`src/rtl/spi_burst_pkg.sv`:
```
package spi_burst_pkg;
  localparam logic [7:0] OFS_RXD  = 8'h00;
  localparam logic [7:0] OFS_TXD  = 8'h04;
  localparam logic [7:0] OFS_CTL  = 8'h08;
  localparam logic [7:0] OFS_CLK  = 8'h1C;
  localparam logic [7:0] OFS_BCNT = 8'h20;
  localparam logic [7:0] OFS_TCNT = 8'h24;
  localparam logic [7:0] OFS_STAT = 8'h28;

  localparam int CTL_EN    = 0;
  localparam int CTL_MST   = 1;
  localparam int CTL_TXCLR = 8;
  localparam int CTL_RXCLR = 9;
  localparam int CTL_GO    = 10;
  localparam int CLK_LIN   = 12;
  localparam int CLK_W     = 13;

  typedef enum logic {ENG_IDLE, ENG_SHIFT} eng_state_t;

  typedef struct packed {
    logic go;
    logic rxclr;
    logic txclr;
    logic mst;
    logic en;
  } ctl_t;
endpackage

```
`src/rtl/spi_byte_fifo.sv`:
```
module spi_byte_fifo #(
  parameter int DEPTH = 64,
  parameter int PEEK  = 4,
  localparam int AW = $clog2(DEPTH),
  localparam int CW = $clog2(DEPTH + 1)
) (
  input  logic              clk,
  input  logic              rst_n,
  input  logic              flush,
  input  logic              push,
  input  logic [7:0]        wdata,
  input  logic [2:0]        pop_n,
  output logic [PEEK*8-1:0] peek,
  output logic [CW-1:0]     count
);
  logic [7:0]    mem [DEPTH];
  logic [AW-1:0] rd_q, rd_d, wr_q, wr_d;
  logic [CW-1:0] cnt_q, cnt_d, pop_w, pop_amt;
  logic          do_push;

  assign do_push = push && (cnt_q != CW'(DEPTH));
  assign pop_w   = CW'(pop_n);
  assign pop_amt = (pop_w > cnt_q) ? cnt_q : pop_w;

  always_comb begin
    if (flush) begin
      cnt_d = '0;
      rd_d  = '0;
      wr_d  = '0;
    end else begin
      cnt_d = cnt_q + CW'(do_push) - pop_amt;
      rd_d  = rd_q + AW'(pop_amt);
      wr_d  = wr_q + AW'(do_push);
    end
  end

  always_ff @(posedge clk or negedge rst_n) begin
    if (!rst_n) begin
      cnt_q <= '0;
      rd_q  <= '0;
      wr_q  <= '0;
    end else begin
      cnt_q <= cnt_d;
      rd_q  <= rd_d;
      wr_q  <= wr_d;
    end
  end

  always_ff @(posedge clk) begin
    if (do_push && !flush) mem[wr_q] <= wdata;
  end

  for (genvar i = 0; i < PEEK; i++) begin : g_peek
    assign peek[i*8 +: 8] = mem[rd_q + AW'(i)];
  end

  assign count = cnt_q;

  assert_no_overflow_R9: assert property (@(posedge clk) disable iff (!rst_n)
    cnt_q <= CW'(DEPTH));
  assert_flush_empties_R7: assert property (@(posedge clk) disable iff (!rst_n)
    flush |=> (cnt_q == '0));
endmodule

```
`src/rtl/spi_burst_engine.sv`:
```
module spi_burst_engine
  import spi_burst_pkg::*;
#(
  parameter int CNT_W = 16,
  parameter int CW    = 7,
  localparam int DIV_W = 16
) (
  input  logic             clk,
  input  logic             rst_n,
  input  logic             start,
  input  logic [CNT_W-1:0] bcnt,
  input  logic [CNT_W-1:0] tcnt,
  input  logic [CLK_W-1:0] clkcfg,
  input  logic [7:0]       tx_head,
  input  logic [CW-1:0]    tx_cnt,
  input  logic             miso,
  output logic             tx_pop,
  output logic             rx_push,
  output logic [7:0]       rx_data,
  output logic             done,
  output logic             busy,
  output logic             sclk,
  output logic             mosi,
  output logic             cs_n
);
  eng_state_t       st_q, st_d;
  logic [DIV_W-1:0] div_q, div_d, half;
  logic [2:0]       bit_q, bit_d;
  logic [7:0]       txsh_q, txsh_d, rxsh_q, rxsh_d;
  logic [CNT_W-1:0] ld_q, ld_d, load_idx;
  logic             sclk_q, sclk_d, cs_q, tick, load;

  assign half = clkcfg[CLK_LIN] ? (DIV_W'(clkcfg[7:0]) + DIV_W'(1))
                                : (DIV_W'(1) << clkcfg[11:8]);
  assign tick = (st_q == ENG_SHIFT) && (div_q == half - DIV_W'(1));

  always_comb begin
    st_d     = st_q;
    div_d    = div_q;
    bit_d    = bit_q;
    txsh_d   = txsh_q;
    rxsh_d   = rxsh_q;
    ld_d     = ld_q;
    sclk_d   = sclk_q;
    tx_pop   = 1'b0;
    rx_push  = 1'b0;
    done     = 1'b0;
    load     = 1'b0;
    load_idx = ld_q;
    case (st_q)
      ENG_IDLE: begin
        if (start) begin
          if (bcnt == '0) begin
            done = 1'b1;
          end else begin
            load     = 1'b1;
            load_idx = '0;
            ld_d     = CNT_W'(1);
            st_d     = ENG_SHIFT;
            div_d    = '0;
            bit_d    = '0;
            sclk_d   = 1'b0;
          end
        end
      end
      default: begin
        if (!tick) begin
          div_d = div_q + DIV_W'(1);
        end else begin
          div_d = '0;
          if (!sclk_q) begin
            sclk_d = 1'b1;
            rxsh_d = {rxsh_q[6:0], miso};
          end else begin
            sclk_d = 1'b0;
            if (bit_q == 3'd7) begin
              rx_push = 1'b1;
              bit_d   = '0;
              if (ld_q == bcnt) begin
                done = 1'b1;
                st_d = ENG_IDLE;
              end else begin
                load = 1'b1;
                ld_d = ld_q + CNT_W'(1);
              end
            end else begin
              bit_d  = bit_q + 3'd1;
              txsh_d = {txsh_q[6:0], 1'b1};
            end
          end
        end
      end
    endcase
    if (load) begin
      if ((load_idx < tcnt) && (tx_cnt != '0)) begin
        txsh_d = tx_head;
        tx_pop = 1'b1;
      end else begin
        txsh_d = 8'hFF;
      end
    end
  end

  always_ff @(posedge clk or negedge rst_n) begin
    if (!rst_n) begin
      st_q   <= ENG_IDLE;
      div_q  <= '0;
      bit_q  <= '0;
      txsh_q <= 8'hFF;
      rxsh_q <= '0;
      ld_q   <= '0;
      sclk_q <= 1'b0;
      cs_q   <= 1'b1;
    end else begin
      st_q   <= st_d;
      div_q  <= div_d;
      bit_q  <= bit_d;
      txsh_q <= txsh_d;
      rxsh_q <= rxsh_d;
      ld_q   <= ld_d;
      sclk_q <= sclk_d;
      cs_q   <= (st_d == ENG_IDLE);
    end
  end

  assign rx_data = rxsh_q;
  assign busy    = (st_q != ENG_IDLE);
  assign sclk    = sclk_q;
  assign mosi    = txsh_q[7];
  assign cs_n    = cs_q;

  assert_sclk_inside_cs_R3: assert property (@(posedge clk) disable iff (!rst_n)
    !(sclk_q && cs_q));
  assert_mosi_steady_high_R4: assert property (@(posedge clk) disable iff (!rst_n)
    (sclk_q && $past(sclk_q)) |-> $stable(txsh_q[7]));
  assert_byte_count_bounded_R3: assert property (@(posedge clk) disable iff (!rst_n)
    (st_q == ENG_SHIFT) |-> ((ld_q != '0) && (ld_q <= bcnt)));
endmodule

```
`src/rtl/spi_burst_regs.sv`:
```
module spi_burst_regs
  import spi_burst_pkg::*;
#(
  parameter int CNT_W = 16,
  parameter int CW    = 7
) (
  input  logic             clk,
  input  logic             rst_n,
  input  logic [7:0]       bus_addr,
  input  logic             bus_wr,
  input  logic             bus_rd,
  input  logic             bus_word,
  input  logic [31:0]      bus_wdata,
  output logic [31:0]      bus_rdata,
  input  logic [CW-1:0]    tx_cnt,
  input  logic [CW-1:0]    rx_cnt,
  input  logic [31:0]      rx_peek,
  input  logic             eng_done,
  input  logic             eng_busy,
  output logic             start,
  output logic             tx_push,
  output logic [7:0]       tx_wdata,
  output logic [2:0]       rx_pop_n,
  output logic             tx_flush,
  output logic             rx_flush,
  output logic [CNT_W-1:0] bcnt,
  output logic [CNT_W-1:0] tcnt,
  output logic [CLK_W-1:0] clkcfg
);
  ctl_t             ctl_q, ctl_d;
  logic [CLK_W-1:0] clk_q, clk_d;
  logic [CNT_W-1:0] bc_q, bc_d, tc_q, tc_d;
  logic             wr_ctl, rd_rx;
  logic [2:0]       avail4, nread;
  logic [31:0]      ctl_word;

  assign wr_ctl = bus_wr && (bus_addr == OFS_CTL);
  assign rd_rx  = bus_rd && (bus_addr == OFS_RXD);

  always_comb begin
    ctl_d       = ctl_q;
    ctl_d.txclr = 1'b0;
    ctl_d.rxclr = 1'b0;
    if (eng_done) ctl_d.go = 1'b0;
    clk_d = clk_q;
    bc_d  = bc_q;
    tc_d  = tc_q;
    if (wr_ctl) begin
      ctl_d.en    = bus_wdata[CTL_EN];
      ctl_d.mst   = bus_wdata[CTL_MST];
      ctl_d.txclr = bus_wdata[CTL_TXCLR];
      ctl_d.rxclr = bus_wdata[CTL_RXCLR];
      ctl_d.go    = ctl_d.go | bus_wdata[CTL_GO];
    end
    if (bus_wr && (bus_addr == OFS_CLK))  clk_d = bus_wdata[CLK_W-1:0];
    if (bus_wr && (bus_addr == OFS_BCNT)) bc_d  = bus_wdata[CNT_W-1:0];
    if (bus_wr && (bus_addr == OFS_TCNT)) tc_d  = bus_wdata[CNT_W-1:0];
  end

  always_ff @(posedge clk or negedge rst_n) begin
    if (!rst_n) begin
      ctl_q <= '0;
      clk_q <= '0;
      bc_q  <= '0;
      tc_q  <= '0;
    end else begin
      ctl_q <= ctl_d;
      clk_q <= clk_d;
      bc_q  <= bc_d;
      tc_q  <= tc_d;
    end
  end

  assign start    = ctl_q.go && ctl_q.en && ctl_q.mst && !eng_busy;
  assign tx_push  = bus_wr && (bus_addr == OFS_TXD);
  assign tx_wdata = bus_wdata[7:0];
  assign tx_flush = ctl_q.txclr;
  assign rx_flush = ctl_q.rxclr;
  assign bcnt     = bc_q;
  assign tcnt     = tc_q;
  assign clkcfg   = clk_q;

  assign avail4   = (rx_cnt >= CW'(4)) ? 3'd4 : 3'(rx_cnt);
  assign nread    = bus_word ? avail4 : ((rx_cnt != '0) ? 3'd1 : 3'd0);
  assign rx_pop_n = rd_rx ? nread : 3'd0;

  always_comb begin
    ctl_word            = '0;
    ctl_word[CTL_EN]    = ctl_q.en;
    ctl_word[CTL_MST]   = ctl_q.mst;
    ctl_word[CTL_TXCLR] = ctl_q.txclr;
    ctl_word[CTL_RXCLR] = ctl_q.rxclr;
    ctl_word[CTL_GO]    = ctl_q.go;
    bus_rdata = '0;
    case (bus_addr)
      OFS_RXD: begin
        for (int i = 0; i < 4; i++) begin
          if (3'(i) < nread) bus_rdata[i*8 +: 8] = rx_peek[i*8 +: 8];
        end
      end
      OFS_CTL:  bus_rdata = ctl_word;
      OFS_CLK:  bus_rdata = 32'(clk_q);
      OFS_BCNT: bus_rdata = 32'(bc_q);
      OFS_TCNT: bus_rdata = 32'(tc_q);
      OFS_STAT: bus_rdata = 32'(rx_cnt) | (32'(tx_cnt) << 16);
      default:  bus_rdata = '0;
    endcase
  end

  assert_go_clears_R2: assert property (@(posedge clk) disable iff (!rst_n)
    (eng_done && !wr_ctl) |=> !ctl_q.go);
  assert_txclr_pulse_R7: assert property (@(posedge clk) disable iff (!rst_n)
    (ctl_q.txclr && !wr_ctl) |=> !ctl_q.txclr);
endmodule

```
`src/rtl/spi_burst_master.sv`:
```
module spi_burst_master
  import spi_burst_pkg::*;
#(
  parameter int FIFO_DEPTH = 64,
  parameter int CNT_W      = 16,
  localparam int CW = $clog2(FIFO_DEPTH + 1)
) (
  input  logic        clk,
  input  logic        rst_n,
  input  logic [7:0]  bus_addr,
  input  logic        bus_wr,
  input  logic        bus_rd,
  input  logic        bus_word,
  input  logic [31:0] bus_wdata,
  output logic [31:0] bus_rdata,
  output logic        spi_sclk,
  output logic        spi_mosi,
  input  logic        spi_miso,
  output logic        spi_cs_n
);
  logic             rst_meta, rst_sync;
  logic [CW-1:0]    tx_cnt, rx_cnt;
  logic [31:0]      tx_peek, rx_peek;
  logic             start, tx_push, tx_flush, rx_flush, tx_pop, rx_push;
  logic             eng_done, eng_busy;
  logic [7:0]       tx_wdata, rx_data;
  logic [2:0]       rx_pop_n;
  logic [CNT_W-1:0] bcnt, tcnt;
  logic [CLK_W-1:0] clkcfg;

  always_ff @(posedge clk or negedge rst_n) begin
    if (!rst_n) begin
      rst_meta <= 1'b0;
      rst_sync <= 1'b0;
    end else begin
      rst_meta <= 1'b1;
      rst_sync <= rst_meta;
    end
  end

  spi_burst_regs #(.CNT_W(CNT_W), .CW(CW)) u_regs (
    .clk(clk), .rst_n(rst_sync),
    .bus_addr(bus_addr), .bus_wr(bus_wr), .bus_rd(bus_rd),
    .bus_word(bus_word), .bus_wdata(bus_wdata), .bus_rdata(bus_rdata),
    .tx_cnt(tx_cnt), .rx_cnt(rx_cnt), .rx_peek(rx_peek),
    .eng_done(eng_done), .eng_busy(eng_busy), .start(start),
    .tx_push(tx_push), .tx_wdata(tx_wdata), .rx_pop_n(rx_pop_n),
    .tx_flush(tx_flush), .rx_flush(rx_flush),
    .bcnt(bcnt), .tcnt(tcnt), .clkcfg(clkcfg)
  );

  spi_byte_fifo #(.DEPTH(FIFO_DEPTH), .PEEK(4)) u_txf (
    .clk(clk), .rst_n(rst_sync), .flush(tx_flush),
    .push(tx_push), .wdata(tx_wdata), .pop_n({2'b00, tx_pop}),
    .peek(tx_peek), .count(tx_cnt)
  );

  spi_byte_fifo #(.DEPTH(FIFO_DEPTH), .PEEK(4)) u_rxf (
    .clk(clk), .rst_n(rst_sync), .flush(rx_flush),
    .push(rx_push), .wdata(rx_data), .pop_n(rx_pop_n),
    .peek(rx_peek), .count(rx_cnt)
  );

  spi_burst_engine #(.CNT_W(CNT_W), .CW(CW)) u_eng (
    .clk(clk), .rst_n(rst_sync), .start(start),
    .bcnt(bcnt), .tcnt(tcnt), .clkcfg(clkcfg),
    .tx_head(tx_peek[7:0]), .tx_cnt(tx_cnt), .miso(spi_miso),
    .tx_pop(tx_pop), .rx_push(rx_push), .rx_data(rx_data),
    .done(eng_done), .busy(eng_busy),
    .sclk(spi_sclk), .mosi(spi_mosi), .cs_n(spi_cs_n)
  );
endmodule

```
`config.mk`:
```
export PLATFORM = sky130hd
export DESIGN_NAME = spi_burst_master
export DESIGN_NICKNAME = d
export VERILOG_FILES = /design/src/rtl/spi_burst_pkg.sv /design/src/rtl/spi_byte_fifo.sv /design/src/rtl/spi_burst_engine.sv /design/src/rtl/spi_burst_regs.sv /design/src/rtl/spi_burst_master.sv
export SDC_FILE = /design/constraint.sdc
export NUM_CORES = 2
export LEC_CHECK = 0
export ABC_CLOCK_PERIOD_IN_PS = 6900
export BUFFER_PORTS_ARGS = -buffer_cell sky130_fd_sc_hd__buf_2
export CAP_MARGIN = 20
export CORE_UTILIZATION = 58
export DETAILED_ROUTE_END_ITERATION = 6
export PLACE_DENSITY = 0.84
export SKIP_LAST_GASP = 1
export SLEW_MARGIN = 30
export SYNTH_ARGS = -nofsm -noshare
export SYNTH_HDL_FRONTEND = slang
export SYNTH_SLANG_ARGS = --single-unit
```
`constraint.sdc`:
```
create_clock -name clk -period 6.9 [get_ports clk]
set_clock_uncertainty 0.15 [all_clocks]
set_input_delay 0.345 -clock clk [delete_from_list [all_inputs] [get_ports clk]]
set_output_delay 0.345 -clock clk [all_outputs]
set_load 0.02 [all_outputs]
```
==> run summary <==
Final Net Count - 3,528
number of synthesized flops with an enable pin - 1,024
area share of the leading cell type in the synthesized netlist - 50.2%
clock period minus final worst setup slack - 6.46 ns
length of the first detailed-routing pass in iterations - 7
pin count of the biggest net entering global routing - 142
worst min-delay path category - primary input to register
Port-buffer cells - 64
Critical Path Max Stage Delay - 0.49 ns
Leak Pwr - 22.3 nW
cell type group with the largest total delay on the critical path - compound AO/OA/AOI/OAI gates
unrepaired setup endpoints after global routing - false
Commonest cells post-synth - sky130_fd_sc_hd__edfxtp_1, sky130_fd_sc_hd__mux4_2, sky130_fd_sc_hd__nor2_1
endpoint required time on the critical path - 7.33 ns
hold violation total from the final report - 0
Layout area overhead - 10.6%
insertion delay to the later sink of the worst-skew pair - 0.77 ns
final max-slew violation count - 0
die area - 0.107 mm^2
outcome - finished with violations
Critical path origin - u_regs.clkcfg[11]
RR Startpoint - u_regs.clkcfg[11]
hpwl dp - 105,000 um
synthesized netlist net count - 3,468
beginning of the worst hold path - bus_wdata[1]
number of synthesis warnings - 0
worst path bufs/invs - 1
number of distinct library cells after synthesis - 74
cell area after synthesis - 0.0613 mm^2
Worst R2R End - u_txf.count[6]
violations in the final reports - DRC
global-route total usage across every layer - 33.0%
TritonCTS clock tree - yes
starting DRC count in detailed routing - 6,617
clock buffer count from CTS - 118
dpl ws - 0.572 ns
clk sinks - 1,168
via count of the first global-routing pass - 36,970
number of standard cells in the final layout excluding fillers - 4,897
cell types occupying the most area after synthesis - sky130_fd_sc_hd__edfxtp_1, sky130_fd_sc_hd__mux4_2, sky130_fd_sc_hd__dfrtp_1, sky130_fd_sc_hd__ha_1, sky130_fd_sc_hd__mux2_2
critical path class - register to register
highest clock frequency the design can meet - 0.155 GHz
H-tree levels - 3
GPL Wtd Cong - 0.919
WL final - 175,000 um
fill count - 6,437
root buffer cell - sky130_fd_sc_hd__clkbuf_16
post-CTS setup repair buffer count - 0
total setup violations reported at the end of the flow - 0
dpl cells - 4,659
worst relative slew slack - 31.9%
maximum clock insertion buffer count - 3
die outline width - 327 um
Data arrival, critical path - 6.89 ns
register clock-pin slew on the reported worst setup and hold paths - 0.06 ns
synthesized area per cell - 18.3 um^2
Pwr Density - 295 mW/mm^2
library cell occupying the most area in the post-synthesis netlist - sky130_fd_sc_hd__edfxtp_1
share of post-route cells with drive strength above 1 - 38.1%
worst-path cell with the longest stage delay - sky130_fd_sc_hd__dfrtp_2
share of synthesized registers carrying an async set or reset - 12.3%
worst supply voltage drop on vdd - 0.361 mV
worst hold endpoint - u_txf.mem[9][1]
category of the worst setup path launch point - register
total global routing overflow - 0
worst-margin pin slew - 1.02 ns
primary flip-flop cell chosen by synthesis mapping - sky130_fd_sc_hd__edfxtp_1
antenna violations before repair - 7
Remaining DRCs - 2
core region area - 0.104 mm^2
post-route antenna net violation count - 0
leading cell type by number of instances after synthesis - sky130_fd_sc_hd__edfxtp_1
number of cells on the worst reg-to-reg path - 27
first-pass GRT wire length - 255,000 um
register bit total from synthesis - 1,168
Cells after Synth - 3,353
post-detailed-route via-to-cell ratio - 7.73
Die Ht - 327 um
worst hold path depth - 2
sequential element share of the synthesized area - 56.1%
Tcrit/Tclk final - 93.6%
Boundary Pins - 81
placement row count - 118
total negative slack for setup checks - 0 ns
max cap viols - 0
via total after detailed routing - 37,869
kind of end point of the critical path - register
maximum fanout encountered on the critical timing path - 14
initial standard-cell utilization of the core - 58.9%
R2R setup slack - 0.44 ns
final worst setup slack - 0.443 ns
Routed WL per cell - 35.7 um
[worst max path at each step]
stage / endpoint / slack (ns) / depth (start not counted)
floorplan: u_txf.count[6] / 0.88 / 31
global placement: u_txf.count[6] / 0.68 / 27
detailed placement: u_txf.count[6] / 0.57 / 27
CTS: u_txf.count[6] / 0.43 / 27
global route: u_txf.count[6] / 0.08 / 27
finish: u_txf.count[6] / 0.44 / 27
[registers in the layout, indices dropped and copies added (netlist names), 3 cells and up]
register and count:
u_rxf.count 7, u_regs.ctl_q 3, u_regs.bcnt 16, u_txf.rd_q 6, u_rxf.wr_q 6, u_eng.bit_q 3, u_regs.clkcfg 13, u_rxf.mem 512
u_txf.mem 512, u_eng.div_q 16, u_eng.rx_data 8, u_eng.txsh_q 8, u_txf.count 7, u_eng.ld_q 16, u_txf.wr_q 6, u_regs.tcnt 16
u_rxf.rd_q 6
[cells in the final DEF, fill, tap and decap left out, drive strengths merged, types with 65 or more instances in the layout]
cell and n:
edfxtp 1024, mux4 816, buf 186, nor2 173, clkbuf 159, dfrtp 135, nand2 90, nor3 83
mux2 77, ha 65
[area by class of cell]
type / instances / area [um^2] / share of cell area, %
repair buffers: 198 / 1500 / 2.21
flip-flops and latches: 1168 / 34400 / 50.8
clock buffers: 159 / 3330 / 4.91
multi-input cells: 1866 / 25800 / 38.0
well taps: 1380 / 1730 / 2.55
clock inverters: 63 / 798 / 1.18
diodes: 2 / 5.00 / 0.00738
inverters: 61 / 229 / 0.338
[per-layer routing]
layer  GRT usage (%)  share of wire (%)  up-vias
met4            15.8                5.6       12
met2            51.1                 47     3548
li1                -                  -    14334
met5               0              0.072        -
met3            10.6                 15      658
met1            42.9                 33    19317
[per-stage QoR]
step	utilization, %	power, W	area, um^2	hold slack [ns]
2_1_floorplan	-	0.0118	61300	-0.101
5_1_grt	65.1	0.0205	67800	0.171
3_5_place_dp	61.0	0.0132	63500	-0.00612
3_3_place_gp	61.0	0.0131	63500	-0.0214
4_1_cts	65.1	0.0199	67700	0.132
6_report	65.1	0.0200	67800	0.136
[cell families after synthesis]
| family | Yosys count | synth area share [%] |
|---|---|---|
| flops | 1168 | 56.1 |
| buf+inv | 319 | 2.07 |
| mux | 928 | 32.0 |
| xor+xnor | 83 | 1.19 |
| compound gates | 195 | 2.24 |
| fa+ha+maj | 69 | 1.46 |
| simple gates | 590 | 4.97 |
| other cells | 1 | 0.00612 |
[repair_timing]
| action | 4_1_cts | 5_1_grt |
|---|---|---|
| resized for setup | 0 | 1 |
| hold buffers | 12 | 0 |
| endpoints found under the hold margin | 29 | 0 |
| endpoints found under the setup margin | 0 | 1 |
[report_power, final]
group          internal, W  leakage [nW]  switching, W
Clock              0.00389          2.00       0.00287
Sequential         0.00773          11.5      0.000294
Combinational      0.00220          8.84       0.00298
(Power assumes the default switching activity.)
